**src/rtl/fcr_pkg.sv**
```systemverilog
package fcr_pkg;
    typedef enum logic [2:0] {
        M_READ,
        M_SIG,
        M_ERASE_SETUP,
        M_ERASING,
        M_ERASE_VFY,
        M_PROG_SETUP,
        M_PROGRAMMING,
        M_PROG_VFY
    } mode_t;

    localparam logic [7:0] CMD_SIG      = 8'h90;
    localparam logic [7:0] CMD_ERASE    = 8'h20;
    localparam logic [7:0] CMD_PROG     = 8'h40;
    localparam logic [7:0] CMD_ERASE_VF = 8'hA0;
    localparam logic [7:0] CMD_PROG_VF  = 8'hC0;
    localparam logic [7:0] CMD_RESET    = 8'hFF;

    localparam logic [7:0] SIG_MAKER    = 8'h31;
    localparam logic [7:0] SIG_DEVICE   = 8'hBD;
endpackage

```
**src/rtl/fcr_strobe.sv**
```systemverilog
module fcr_strobe #(
    parameter int ADDR_W = 6
) (
    input  logic              clk,
    input  logic              rst_n,
    input  logic              ce_n,
    input  logic              we_n,
    input  logic [ADDR_W-1:0] addr,
    output logic              commit,
    output logic [ADDR_W-1:0] wr_addr
);
    typedef struct packed {
        logic              strb;
        logic [ADDR_W-1:0] a;
    } st_t;

    st_t  s_d, s_q;
    logic strb_now;

    always_comb begin
        strb_now = !ce_n && !we_n;
        s_d      = s_q;
        s_d.strb = strb_now;
        if (strb_now && !s_q.strb) begin
            s_d.a = addr;
        end
    end

    always_ff @(posedge clk or negedge rst_n) begin
        if (!rst_n) begin
            s_q <= '0;
        end else begin
            s_q <= s_d;
        end
    end

    assign commit  = s_q.strb && !strb_now;
    assign wr_addr = s_q.a;

    // the held address does not move while the strobe stays open
    p_addr_hold_r6: assert property (@(posedge clk) disable iff (!rst_n)
        (s_q.strb && strb_now) |=> $stable(s_q.a));
endmodule

```
**src/rtl/fcr_decoder.sv**
```systemverilog
module fcr_decoder
    import fcr_pkg::*;
#(
    parameter int ADDR_W = 6
) (
    input  logic              clk,
    input  logic              rst_n,
    input  logic              vpp_ok,
    input  logic              commit,
    input  logic [ADDR_W-1:0] cmd_addr,
    input  logic [7:0]        cmd_data,
    output mode_t             mode,
    output logic [ADDR_W-1:0] lat_addr,
    output logic [7:0]        lat_data,
    output logic              prog_start,
    output logic              erase_start
);
    typedef struct packed {
        mode_t             mode;
        logic [ADDR_W-1:0] la;
        logic [7:0]        ld;
        logic              ps;
        logic              es;
    } dec_t;

    dec_t n_d, n_q;

    always_comb begin
        n_d    = n_q;
        n_d.ps = 1'b0;
        n_d.es = 1'b0;
        if (!vpp_ok) begin
            n_d.mode = M_READ;
        end else if (commit) begin
            case (n_q.mode)
                M_PROG_SETUP: begin
                    n_d.mode = M_PROGRAMMING;
                    n_d.la   = cmd_addr;
                    n_d.ld   = cmd_data;
                    n_d.ps   = 1'b1;
                end
                M_ERASE_SETUP: begin
                    if (cmd_data == CMD_ERASE) begin
                        n_d.mode = M_ERASING;
                        n_d.es   = 1'b1;
                    end else begin
                        n_d.mode = M_READ;
                    end
                end
                default: begin
                    case (cmd_data)
                        CMD_SIG:   n_d.mode = M_SIG;
                        CMD_ERASE: n_d.mode = M_ERASE_SETUP;
                        CMD_PROG:  n_d.mode = M_PROG_SETUP;
                        CMD_ERASE_VF: begin
                            n_d.mode = M_ERASE_VFY;
                            n_d.la   = cmd_addr;
                        end
                        CMD_PROG_VF: begin
                            n_d.mode = M_PROG_VFY;
                            n_d.la   = cmd_addr;
                        end
                        default:   n_d.mode = M_READ;
                    endcase
                end
            endcase
        end
    end

    always_ff @(posedge clk or negedge rst_n) begin
        if (!rst_n) begin
            n_q <= '{mode: M_READ, la: '0, ld: '0, ps: 1'b0, es: 1'b0};
        end else begin
            n_q <= n_d;
        end
    end

    assign mode        = n_q.mode;
    assign lat_addr    = n_q.la;
    assign lat_data    = n_q.ld;
    assign prog_start  = n_q.ps;
    assign erase_start = n_q.es;

    // no programming voltage forces read mode on the next cycle
    p_rd_only_r9: assert property (@(posedge clk) disable iff (!rst_n)
        !vpp_ok |=> (n_q.mode == M_READ && !n_q.ps && !n_q.es));
    // a non-confirming byte after erase setup aborts to read
    p_abort_r4: assert property (@(posedge clk) disable iff (!rst_n)
        (vpp_ok && commit && n_q.mode == M_ERASE_SETUP && cmd_data != CMD_ERASE)
        |=> (n_q.mode == M_READ && !n_q.es));
    // latched program target holds while the pulse runs
    p_lat_hold_r5: assert property (@(posedge clk) disable iff (!rst_n)
        (n_q.mode == M_PROGRAMMING && !commit) |=> $stable(n_q.la));
endmodule

```
**src/rtl/fcr_array.sv**
```systemverilog
module fcr_array #(
    parameter int ADDR_W = 6
) (
    input  logic              clk,
    input  logic              rst_n,
    input  logic              prog_start,
    input  logic              erase_start,
    input  logic [ADDR_W-1:0] wa,
    input  logic [7:0]        wd,
    input  logic [ADDR_W-1:0] ra,
    output logic [7:0]        rd,
    output logic [7:0]        vd
);
    localparam int DEPTH = 1 << ADDR_W;

    logic [7:0] mem_d [DEPTH];
    logic [7:0] mem_q [DEPTH];
    logic [7:0] old_w;

    always_comb begin
        for (int i = 0; i < DEPTH; i++) begin
            mem_d[i] = erase_start ? 8'hFF : mem_q[i];
        end
        if (prog_start && !erase_start) begin
            mem_d[wa] = mem_q[wa] & wd;
        end
    end

    always_ff @(posedge clk or negedge rst_n) begin
        if (!rst_n) begin
            for (int i = 0; i < DEPTH; i++) begin
                mem_q[i] <= 8'hFF;
            end
        end else begin
            for (int i = 0; i < DEPTH; i++) begin
                mem_q[i] <= mem_d[i];
            end
        end
    end

    assign old_w = mem_q[wa];
    assign rd    = mem_q[ra];
    assign vd    = mem_q[wa];

    // programming only clears bits of the addressed byte
    p_prog_and_r5: assert property (@(posedge clk) disable iff (!rst_n)
        (prog_start && !erase_start) |=> (mem_q[$past(wa)] == ($past(old_w) & $past(wd))));
    // erase leaves the first and last bytes all ones
    p_erase_ff_r3: assert property (@(posedge clk) disable iff (!rst_n)
        erase_start |=> (mem_q[0] == 8'hFF && mem_q[DEPTH-1] == 8'hFF));
endmodule

```
**src/rtl/flash_cmd_ctrl.sv**
```systemverilog
module flash_cmd_ctrl
    import fcr_pkg::*;
#(
    parameter int ADDR_W = 6
) (
    input  logic              clk,
    input  logic              rst_n,
    input  logic              vpp_ok,
    input  logic              ce_n,
    input  logic              oe_n,
    input  logic              we_n,
    input  logic [ADDR_W-1:0] addr,
    input  logic [7:0]        din,
    output logic [7:0]        dout,
    output logic              dout_en,
    output logic              prog_pulse,
    output logic              erase_pulse,
    output logic [ADDR_W-1:0] lat_addr,
    output logic [7:0]        lat_data
);
    logic              commit;
    logic [ADDR_W-1:0] wr_addr;
    mode_t             mode;
    logic              prog_start;
    logic              erase_start;
    logic [7:0]        arr_rd;
    logic [7:0]        arr_vd;

    fcr_strobe #(.ADDR_W(ADDR_W)) u_strobe (
        .clk     (clk),
        .rst_n   (rst_n),
        .ce_n    (ce_n),
        .we_n    (we_n),
        .addr    (addr),
        .commit  (commit),
        .wr_addr (wr_addr)
    );

    fcr_decoder #(.ADDR_W(ADDR_W)) u_dec (
        .clk         (clk),
        .rst_n       (rst_n),
        .vpp_ok      (vpp_ok),
        .commit      (commit),
        .cmd_addr    (wr_addr),
        .cmd_data    (din),
        .mode        (mode),
        .lat_addr    (lat_addr),
        .lat_data    (lat_data),
        .prog_start  (prog_start),
        .erase_start (erase_start)
    );

    fcr_array #(.ADDR_W(ADDR_W)) u_arr (
        .clk         (clk),
        .rst_n       (rst_n),
        .prog_start  (prog_start),
        .erase_start (erase_start),
        .wa          (lat_addr),
        .wd          (lat_data),
        .ra          (addr),
        .rd          (arr_rd),
        .vd          (arr_vd)
    );

    always_comb begin
        case (mode)
            M_SIG: begin
                if (addr == '0)                     dout = SIG_MAKER;
                else if (addr == ADDR_W'(1))        dout = SIG_DEVICE;
                else                                dout = 8'h00;
            end
            M_ERASE_VFY, M_PROG_VFY: dout = arr_vd;
            default:                 dout = arr_rd;
        endcase
    end

    assign dout_en     = !ce_n && !oe_n;
    assign prog_pulse  = (mode == M_PROGRAMMING);
    assign erase_pulse = (mode == M_ERASING);

    // any command write ends a running pulse
    p_pulse_stop_r3: assert property (@(posedge clk) disable iff (!rst_n)
        ((prog_pulse || erase_pulse) && commit) |=> !(prog_pulse || erase_pulse));
    // with chip-enable high no write can complete
    p_ce_frame_r11: assert property (@(posedge clk) disable iff (!rst_n)
        (ce_n && $past(ce_n)) |-> !commit);
endmodule

```
**config.mk**
```make
export PLATFORM = sky130hd
export DESIGN_NAME = flash_cmd_ctrl
export DESIGN_NICKNAME = d
export VERILOG_FILES = /design/src/rtl/fcr_pkg.sv /design/src/rtl/fcr_strobe.sv /design/src/rtl/fcr_decoder.sv /design/src/rtl/fcr_array.sv /design/src/rtl/flash_cmd_ctrl.sv
export SDC_FILE = /design/constraint.sdc
export NUM_CORES = 1
export LEC_CHECK = 0
export CAP_MARGIN = 20
export CORE_MARGIN = 2
export CORE_UTILIZATION = 46
export CTS_CLUSTER_DIAMETER = 200
export CTS_CLUSTER_SIZE = 14
export DETAILED_ROUTE_END_ITERATION = 10
export SLEW_MARGIN = 20
export SYNTH_ARGS = -nofsm -noshare
export SYNTH_HDL_FRONTEND = slang
export SYNTH_HIERARCHICAL = 1
export SYNTH_SLANG_ARGS = --single-unit
```
**constraint.sdc**
```tcl
create_clock -name clk -period 3.7 [get_ports clk]
set_clock_uncertainty 0.05 [all_clocks]
set_input_delay 0.37 -clock clk [delete_from_list [all_inputs] [get_ports clk]]
set_output_delay 0.37 -clock clk [all_outputs]
set_load 0.01 [all_outputs]
```
==> flow_results.xml, run 1 <==
<?xml version="1.0" encoding="UTF-8"?>
<metrics>
  <group name="detailed_routing">
    <metric name="drtPass1Iterations" unit="">8</metric>
    <metric name="drt-total-wl" unit="um">125000</metric>
    <metric name="antenna_left" unit="">0</metric>
    <metric name="vias" unit="">26600</metric>
    <metric name="detail_route.iter0.violations" unit="">4117</metric>
    <metric name="route.detailed.drc" unit="">0</metric>
    <metric name="route.detailed.vias_per_inst" unit="">7.18</metric>
    <metric name="metal_1_wl" unit="um">47700</metric>
    <metric name="met2WireLength" unit="um">54200</metric>
    <metric name="met3RoutedLength" unit="um">15700</metric>
    <metric name="routed_wire_length_per_instance" unit="um">33.7</metric>
    <metric name="dr.max_layer_used" unit="">met5</metric>
  </group>
  <group name="power_and_ir_drop">
    <metric name="power.ir.vdd_worst" unit="uV">356</metric>
    <metric name="power-per-cell-area" unit="nW/um2">315</metric>
    <metric name="p_leak" unit="nW">12.3</metric>
  </group>
  <group name="setup_path">
    <metric name="worst_setup_path_end_kind" unit="">output port</metric>
    <metric name="crit-reg2reg-capture" unit="">u_arr/mem_q[167]$_DFF_PN1_</metric>
    <metric name="worstRegToRegCells" unit="">17</metric>
    <metric name="ff2ff_setup_slack" unit="ns">0.02</metric>
    <metric name="crit_type" unit="">reg -&gt; out</metric>
    <metric name="required" unit="ns">3.28</metric>
    <metric name="worstReg2RegStart" unit="">u_dec/lat_addr[1]$_DFFE_PN0P_</metric>
    <metric name="timing.critical_path.fanout_max" unit="">25</metric>
    <metric name="setup.worst_path.start_class" unit="">flip-flop</metric>
    <metric name="worst_ep_arrival_time" unit="ns">3.56</metric>
  </group>
  <group name="synth">
    <metric name="postSynthNetCount" unit="">2730</metric>
    <metric name="ys_seq_elements" unit="">538</metric>
    <metric name="synth_common_cells" unit="">o21ai_0 (671), dfstp_2 (512), mux4_2 (190)</metric>
    <metric name="syn_area_cell" unit="um2">11.0</metric>
    <metric name="post-synth-top-area-fraction" unit="">0.450</metric>
    <metric name="syn-instance-count" unit="">2710</metric>
    <metric name="synth-main-ff-cell" unit="">dfstp_2</metric>
    <metric name="seq_area_frac_synth" unit="">0.471</metric>
    <metric name="synth-edff-count" unit="">0</metric>
    <metric name="netlist_top_cells_area" unit="">dfstp_2 (45%), mux4_2 (14%), o21ai_0 (11%)</metric>
    <metric name="ys_async_sr_fraction" unit="">1.00</metric>
    <metric name="mappedNetlistArea" unit="um2">29900</metric>
    <metric name="post_synth_num_cell_types" unit="">86</metric>
    <metric name="number_of_warnings_reported_in_the_yosys_synthesis_log" unit="">6</metric>
    <metric name="post-synth-top-area-cell" unit="">dfstp_2</metric>
    <metric name="synth_most_common_cell" unit="">o21ai_0</metric>
  </group>
  <group name="cells_and_area">
    <metric name="stdcell_area" unit="um2">35400</metric>
    <metric name="nets" unit="">2864</metric>
    <metric name="register_area" unit="um2">14100</metric>
    <metric name="area_taken_by_multi_input_logic_gates" unit="um2">14900</metric>
    <metric name="number_of_cells_in_the_finished_layout_apart_from_fillers" unit="">3707</metric>
    <metric name="area_delta_synth_final" unit="%">18.4</metric>
    <metric name="layout-drive-gt1-share" unit="">0.468</metric>
    <metric name="filler_cell_count" unit="">5454</metric>
  </group>
  <group name="timing">
    <metric name="unrepaired_setup_endpoints_after_global_routing" unit="">true</metric>
    <metric name="timing.max_slew.rel_slack" unit="">0.271</metric>
    <metric name="slew_viol_final" unit="">0</metric>
    <metric name="final.period_utilization" unit="">1.08</metric>
    <metric name="hold_violations" unit="">0</metric>
    <metric name="maxClockFrequency" unit="MHz">251</metric>
    <metric name="finalWorstPathRequiredPeriod" unit="ns">3.98</metric>
    <metric name="final_worst_setup_slack" unit="ns">-0.280</metric>
    <metric name="worstMarginPinSlew" unit="ns">1.09</metric>
    <metric name="report.final.setup_viol" unit="">7</metric>
  </group>
  <group name="place">
    <metric name="dp_slack" unit="ns">-0.267</metric>
    <metric name="hpwlAfterDp" unit="um">84700</metric>
    <metric name="io_buffer_count" unit="">44</metric>
    <metric name="gp_routability_congestion" unit="">0.976</metric>
    <metric name="placedInstanceArea" unit="um2">32600</metric>
    <metric name="instance_count_after_placement_with_tap_cells_included" unit="">3585</metric>
  </group>
  <group name="clock_tree">
    <metric name="clock_tree_from_tritoncts" unit="">done</metric>
    <metric name="max-clock-path-buffers" unit="">3</metric>
    <metric name="worst_skew_pair.late_latency" unit="ns">0.64</metric>
    <metric name="cts-buffers-inserted" unit="">44</metric>
    <metric name="ctsHtreeMaxLevel" unit="">2</metric>
    <metric name="cts.sinks" unit="">538</metric>
    <metric name="cts_root_buffer" unit="">clkbuf_16</metric>
    <metric name="path_clk_slew" unit="ns">0.08</metric>
  </group>
  <group name="hold_path">
    <metric name="hold_path_depth" unit="">3</metric>
    <metric name="hp_class" unit="">in -&gt; reg</metric>
    <metric name="min_from" unit="">addr[2]</metric>
    <metric name="min_to" unit="">u_strobe/wr_addr[2]$_DFFE_PN0P_</metric>
  </group>
  <group name="global_routing">
    <metric name="gr-total-overflow" unit="">0</metric>
    <metric name="grt_start_max_net_pins" unit="">210</metric>
    <metric name="antenna_found_initial" unit="">4</metric>
    <metric name="grt_pass1_vias" unit="">25400</metric>
    <metric name="grt_pass1_wl" unit="um">181000</metric>
    <metric name="grt_util_all_layers" unit="">0.366</metric>
  </group>
  <group name="floorplanning">
    <metric name="count_of_standard_cell_rows" unit="">93</metric>
    <metric name="die_area" unit="um2">67100</metric>
    <metric name="start_util" unit="">0.465</metric>
    <metric name="fp.coreArea" unit="um2">64300</metric>
    <metric name="boundaryPins" unit="">45</metric>
    <metric name="die_height" unit="um">259</metric>
    <metric name="die_w" unit="um">259</metric>
  </group>
  <group name="outcome">
    <metric name="status" unit="">complete, but fails checks</metric>
    <metric name="violations_in_the_final_reports" unit="">negative setup slack</metric>
  </group>
  <group name="run">
    <metric name="cap_viol_max_count" unit="">0</metric>
  </group>
</metrics>
-- what timing repair did --
item                       CTS  global route
hold buffers                 1             0
setup buffers               49            11
setup endpoints to repair    8            72
gates resized for setup    164            63
hold endpoints to repair    10             0
cloned                       4             9
pin swaps                   43            46
-- kinds of logic after synthesis --
| logic type | after synthesis | share of synthesized area |
|---|---|---|
| DFF | 538 | 0.471 |
| buffers and inverters | 312 | 0.0541 |
| AOI/OAI and AO/OA | 1236 | 0.243 |
| and+or+nand+nor | 367 | 0.0628 |
| xor gates and xnor gates | 1 | 0.000293 |
| muxes | 256 | 0.168 |
-- power by group --
group	internal, mW	leakage [nW]	switching, mW	total (mW)
clock	2.22	0.584	2.23	4.45
combinational	0.290	6.14	0.458	0.748
sequential	5.93	5.61	0.0166	5.94
-- final cells by class --
class	count	share of cell area
antenna	1	0.0000707
multi-input combinational	1863	0.422
inverter	6	0.000848
clock inverter	2	0.000707
tap	855	0.0302
sequential	538	0.399
clock buffer	51	0.0330
timing repair buffer	391	0.115
-- stage by stage --
| step | setup TNS (ns) | utilization | total power, mW | hold slack, ns |
|---|---|---|---|---|
| after floorplan | 0 | - | 6.32 | 0.0244 |
| after global placement | -0.663 | 0.507 | 6.69 | 0.434 |
| after detailed placement | -0.693 | 0.507 | 6.70 | 0.449 |
| after CTS | -6.73 | 0.542 | 11.2 | 0.257 |
| after global routing | -1.65 | 0.550 | 11.5 | 0.266 |
| final | -1.44 | 0.550 | 11.1 | 0.269 |
-- cell usage in the layout (no fill, tap or decap), types with 19 or more instances in the layout --
cell / instances
clkbuf_16: 52
a21oi_1: 140
buf_6: 19
mux4_2: 190
a221oi_2: 31
a22oi_1: 67
mux2_2: 38
buf_12: 64
o21ai_2: 42
o21ai_1: 129
dfrtp_1: 20
nand3_1: 21
mux2i_1: 19
nor3_1: 83
nor2_1: 70
dfstp_2: 512
clkdlybuf4s50_1: 31
buf_4: 253
o21ai_0: 634
a221oi_1: 59
nand2_1: 90
-- worst max-delay path: stages (launching register included) --
cell	delay, ns
dfrtp_4	0.59
buf_12	0.21
nor2b_4	0.35
buf_12	0.24
a221oi_4	0.08
a221o_1	0.38
a311o_1	0.42
nand4_1	0.21
a221o_1	0.26
buf_2	0.16
-- worst max path at each step --
stage                                             start       to  slack [ns]  cells past startpoint
after floorplan                                 addr[0]  dout[3]        0.29                      6
final                     u_dec/lat_addr[1]$_DFFE_PN0P_  dout[4]       -0.28                      9
after global placement    u_dec/lat_addr[0]$_DFFE_PN0P_  dout[1]       -0.24                     12
after detailed placement  u_dec/lat_addr[0]$_DFFE_PN0P_  dout[1]       -0.27                     12
after global routing      u_dec/lat_addr[1]$_DFFE_PN0P_  dout[0]       -0.29                     10
after CTS                 u_dec/lat_addr[0]$_DFFE_PN0P_  dout[3]       -0.20                     10
-- metal layers --
| layer | vias up | GRT usage |
|---|---|---|
| met2 | 2040 | 0.541 |
| li1 | 10700 | - |
| met1 | 13500 | 0.504 |
| met5 | - | 0 |
| met4 | 4 | 0.168 |
| met3 | 415 | 0.0992 |
-- flip-flops by register name, indices dropped and copies added, names as in the netlist --
name and count:
u_dec/erase_start 1, u_dec/prog_start 1, u_dec/lat_data 8, u_strobe/s_q 1
u_dec/lat_addr 6, u_arr/mem_q 512, u_strobe/wr_addr 6, u_dec/mode 3
Note: power is estimated with default switching activity, not from simulation.
==> inputs of run 2 (changes only) <==
--- a/config.mk
+++ b/config.mk
@@ -11,6 +11,8 @@
 export CTS_CLUSTER_DIAMETER = 200
 export CTS_CLUSTER_SIZE = 14
 export DETAILED_ROUTE_END_ITERATION = 10
+export PLACE_DENSITY = 0.74
+export SKIP_CTS_REPAIR_TIMING = 1
 export SLEW_MARGIN = 20
 export SYNTH_ARGS = -nofsm -noshare
 export SYNTH_HDL_FRONTEND = slang
==> constraint.sdc (replaced) <==
create_clock -name clk -period 3.7 [get_ports clk]
set_clock_uncertainty 0.05 [all_clocks]
set_input_delay 0.37 -clock clk [delete_from_list [all_inputs] [get_ports clk]]
set_output_delay 0.37 -clock clk [all_outputs]
set_load 0.005 [all_outputs]
==> run 2 against run 1 <==
  * The flow still finishes with violations (negative setup slack)
  * Non-clock buffer count down 21
  * Sequential power about the same
  * Cell count down 0.49%
==> flow_results.xml, run 2 (synthesis results as in run 1) <==
<?xml version="1.0" encoding="UTF-8"?>
<metrics>
  <group name="setup_path">
    <metric name="ff2ff_setup_slack" unit="ns">0.16</metric>
    <metric name="worst_setup_path_end_kind" unit="">output port</metric>
    <metric name="worst_setup_path_startpoint" unit="">u_dec/lat_addr[0]$_DFFE_PN0P_</metric>
    <metric name="worstReg2RegStart" unit="">u_dec/lat_addr[0]$_DFFE_PN0P_</metric>
    <metric name="worstRegToRegCells" unit="">15</metric>
    <metric name="required" unit="ns">3.28</metric>
    <metric name="crit-reg2reg-capture" unit="">u_arr/mem_q[298]$_DFF_PN1_</metric>
    <metric name="setup.worst_path.start_class" unit="">flip-flop</metric>
    <metric name="crit_type" unit="">reg -&gt; out</metric>
    <metric name="cp-endpoint" unit="">dout[7]</metric>
    <metric name="timing.critical_path.fanout_max" unit="">20</metric>
    <metric name="worst_ep_arrival_time" unit="ns">3.56</metric>
  </group>
  <group name="power_and_ir_drop">
    <metric name="power_frac_seq" unit="">0.535</metric>
    <metric name="p_leak" unit="nW">12.2</metric>
    <metric name="power-per-cell-area" unit="nW/um2">316</metric>
    <metric name="power.switching" unit="mW">2.67</metric>
    <metric name="internal-power" unit="mW">8.45</metric>
    <metric name="power_frac_comb" unit="">0.067</metric>
    <metric name="switching_share" unit="">0.240</metric>
    <metric name="pwr-share-clk" unit="">0.398</metric>
    <metric name="power.ir.vdd_worst" unit="uV">291</metric>
  </group>
  <group name="clock_tree">
    <metric name="worst_skew_pair.late_latency" unit="ns">0.62</metric>
    <metric name="path_clk_slew" unit="ns">0.08</metric>
    <metric name="max-clock-path-buffers" unit="">3</metric>
    <metric name="cts_root_buffer" unit="">clkbuf_16</metric>
    <metric name="clock_tree_from_tritoncts" unit="">done</metric>
    <metric name="cts-buffers-inserted" unit="">44</metric>
    <metric name="ctsHtreeMaxLevel" unit="">2</metric>
    <metric name="cts.sinks" unit="">538</metric>
  </group>
  <group name="timing">
    <metric name="finalWorstPathRequiredPeriod" unit="ns">3.98</metric>
    <metric name="report.final.setup_viol" unit="">8</metric>
    <metric name="maxClockFrequency" unit="MHz">251</metric>
    <metric name="final.period_utilization" unit="">1.08</metric>
    <metric name="hold_violations" unit="">0</metric>
    <metric name="timing.max_slew.rel_slack" unit="">0.227</metric>
    <metric name="tns" unit="ns">-1.94</metric>
    <metric name="worstMarginPinSlew" unit="ns">1.16</metric>
    <metric name="slew_viol_final" unit="">0</metric>
    <metric name="final_worst_setup_slack" unit="ns">-0.285</metric>
    <metric name="unrepaired_setup_endpoints_after_global_routing" unit="">true</metric>
  </group>
  <group name="detailed_routing">
    <metric name="drt-total-wl" unit="um">123000</metric>
    <metric name="met3RoutedLength" unit="um">16000</metric>
    <metric name="metal_1_wl" unit="um">45600</metric>
    <metric name="dr.max_layer_used" unit="">met5</metric>
    <metric name="routed_wire_length_per_instance" unit="um">33.3</metric>
    <metric name="route.detailed.vias_per_inst" unit="">7.21</metric>
    <metric name="drtPass1Iterations" unit="">6</metric>
    <metric name="met2WireLength" unit="um">53600</metric>
    <metric name="antenna_left" unit="">0</metric>
    <metric name="vias" unit="">26600</metric>
    <metric name="route.detailed.drc" unit="">0</metric>
    <metric name="detail_route.iter0.violations" unit="">4199</metric>
  </group>
  <group name="cells_and_area">
    <metric name="final_common_cell" unit="">o21ai_0</metric>
    <metric name="area_delta_synth_final" unit="%">17.6</metric>
    <metric name="mostFrequentLayoutCells" unit="">o21ai_0 (665), dfstp_2 (512), buf_4 (240), mux4_2 (190), a21oi_1 (144)</metric>
    <metric name="number_of_cells_in_the_finished_layout_apart_from_fillers" unit="">3689</metric>
    <metric name="largest_register_ffs" unit="">512</metric>
    <metric name="layout-drive-gt1-share" unit="">0.463</metric>
    <metric name="regMostFlops" unit="">u_arr/mem_q</metric>
    <metric name="nets" unit="">2842</metric>
  </group>
  <group name="floorplanning">
    <metric name="count_of_standard_cell_rows" unit="">93</metric>
    <metric name="die_height" unit="um">259</metric>
    <metric name="start_util" unit="">0.465</metric>
    <metric name="die_area" unit="um2">67100</metric>
    <metric name="die_w" unit="um">259</metric>
    <metric name="fp.coreArea" unit="um2">64300</metric>
    <metric name="boundaryPins" unit="">45</metric>
  </group>
  <group name="global_routing">
    <metric name="grt_pass1_wl" unit="um">177000</metric>
    <metric name="antenna_found_initial" unit="">6</metric>
    <metric name="gr-total-overflow" unit="">0</metric>
    <metric name="grt_start_max_net_pins" unit="">227</metric>
    <metric name="grt_pass1_vias" unit="">25000</metric>
    <metric name="grt_util_all_layers" unit="">0.358</metric>
  </group>
  <group name="outcome">
    <metric name="violations_in_the_final_reports" unit="">negative setup slack</metric>
    <metric name="status" unit="">complete, but fails checks</metric>
  </group>
  <group name="run">
    <metric name="cap_viol_max_count" unit="">0</metric>
  </group>
  <group name="place">
    <metric name="instance_count_after_placement_with_tap_cells_included" unit="">3585</metric>
    <metric name="hpwlAfterDp" unit="um">84600</metric>
    <metric name="gp_routability_congestion" unit="">1.03</metric>
    <metric name="io_buffer_count" unit="">44</metric>
  </group>
  <group name="hold_path">
    <metric name="hp_class" unit="">in -&gt; reg</metric>
  </group>
</metrics>
## run 2: critical path: stages (launching register included)
cell and delay [ns]:
dfrtp_4 0.50, buf_12 0.15, clkbuf_16 0.15, nor2b_4 0.17, buf_12 0.19, a221oi_1 0.30, o22ai_1 0.23, o211ai_1 0.35
nand4_1 0.26, a221o_1 0.47, clkbuf_2 0.14
## run 2: area by class of cell
| cell class | instances | area, um2 |
|---|---|---|
| antenna | 3 | 7.51 |
| clock buffer | 53 | 1180 |
| clock inverter | 2 | 25.0 |
| fill | 5315 | 29200 |
| inverter | 6 | 26.3 |
| multi-input combinational | 1862 | 14900 |
| sequential | 538 | 14100 |
| tap | 855 | 1070 |
| timing repair buffer | 370 | 3840 |
## run 2: worst min path at each step
stage          startpoint                              end  depth (start not counted)
2_1_floorplan       rst_n      u_dec/erase_start$_DFF_PN0_                          0
3_3_place_gp        rst_n    u_dec/lat_addr[5]$_DFFE_PN0P_                          1
3_5_place_dp        rst_n    u_dec/lat_addr[2]$_DFFE_PN0P_                          1
4_1_cts             rst_n    u_dec/lat_addr[5]$_DFFE_PN0P_                          1
5_1_grt           addr[2]  u_strobe/wr_addr[2]$_DFFE_PN0P_                          3
6_report          addr[2]  u_strobe/wr_addr[2]$_DFFE_PN0P_                          3
## run 2: layer usage
layer  global-route usage  vias to the layer above
met5                    0                        -
met1                0.480                    13400
li1                     -                    10600
met3                0.104                      415
met4                0.182                        8
met2                0.531                     2156
## run 2: metrics by stage
stage	cell area [um2]	power [mW]	hold WS (ns)	utilization	setup slack (ns)
3_5_place_dp	32800	6.71	0.399	0.510	-0.0754
6_report	35200	11.1	0.289	0.547	-0.285
3_3_place_gp	32800	6.70	0.397	0.510	-0.0713
5_1_grt	35200	11.4	0.319	0.547	-0.293
4_1_cts	34000	11.1	-0.242	0.528	-0.763
2_1_floorplan	29900	6.32	0.0244	-	0.325
## run 2: power groups by stage
stage / Clock, mW / Combinational [mW] / Sequential [mW]
after floorplan: 0 / 0.299 / 6.02
after global placement: 0 / 0.672 / 6.03
after detailed placement: 0 / 0.680 / 6.03
after CTS: 4.49 / 0.681 / 5.94
after global routing: 4.70 / 0.777 / 5.94
final: 4.43 / 0.745 / 5.94
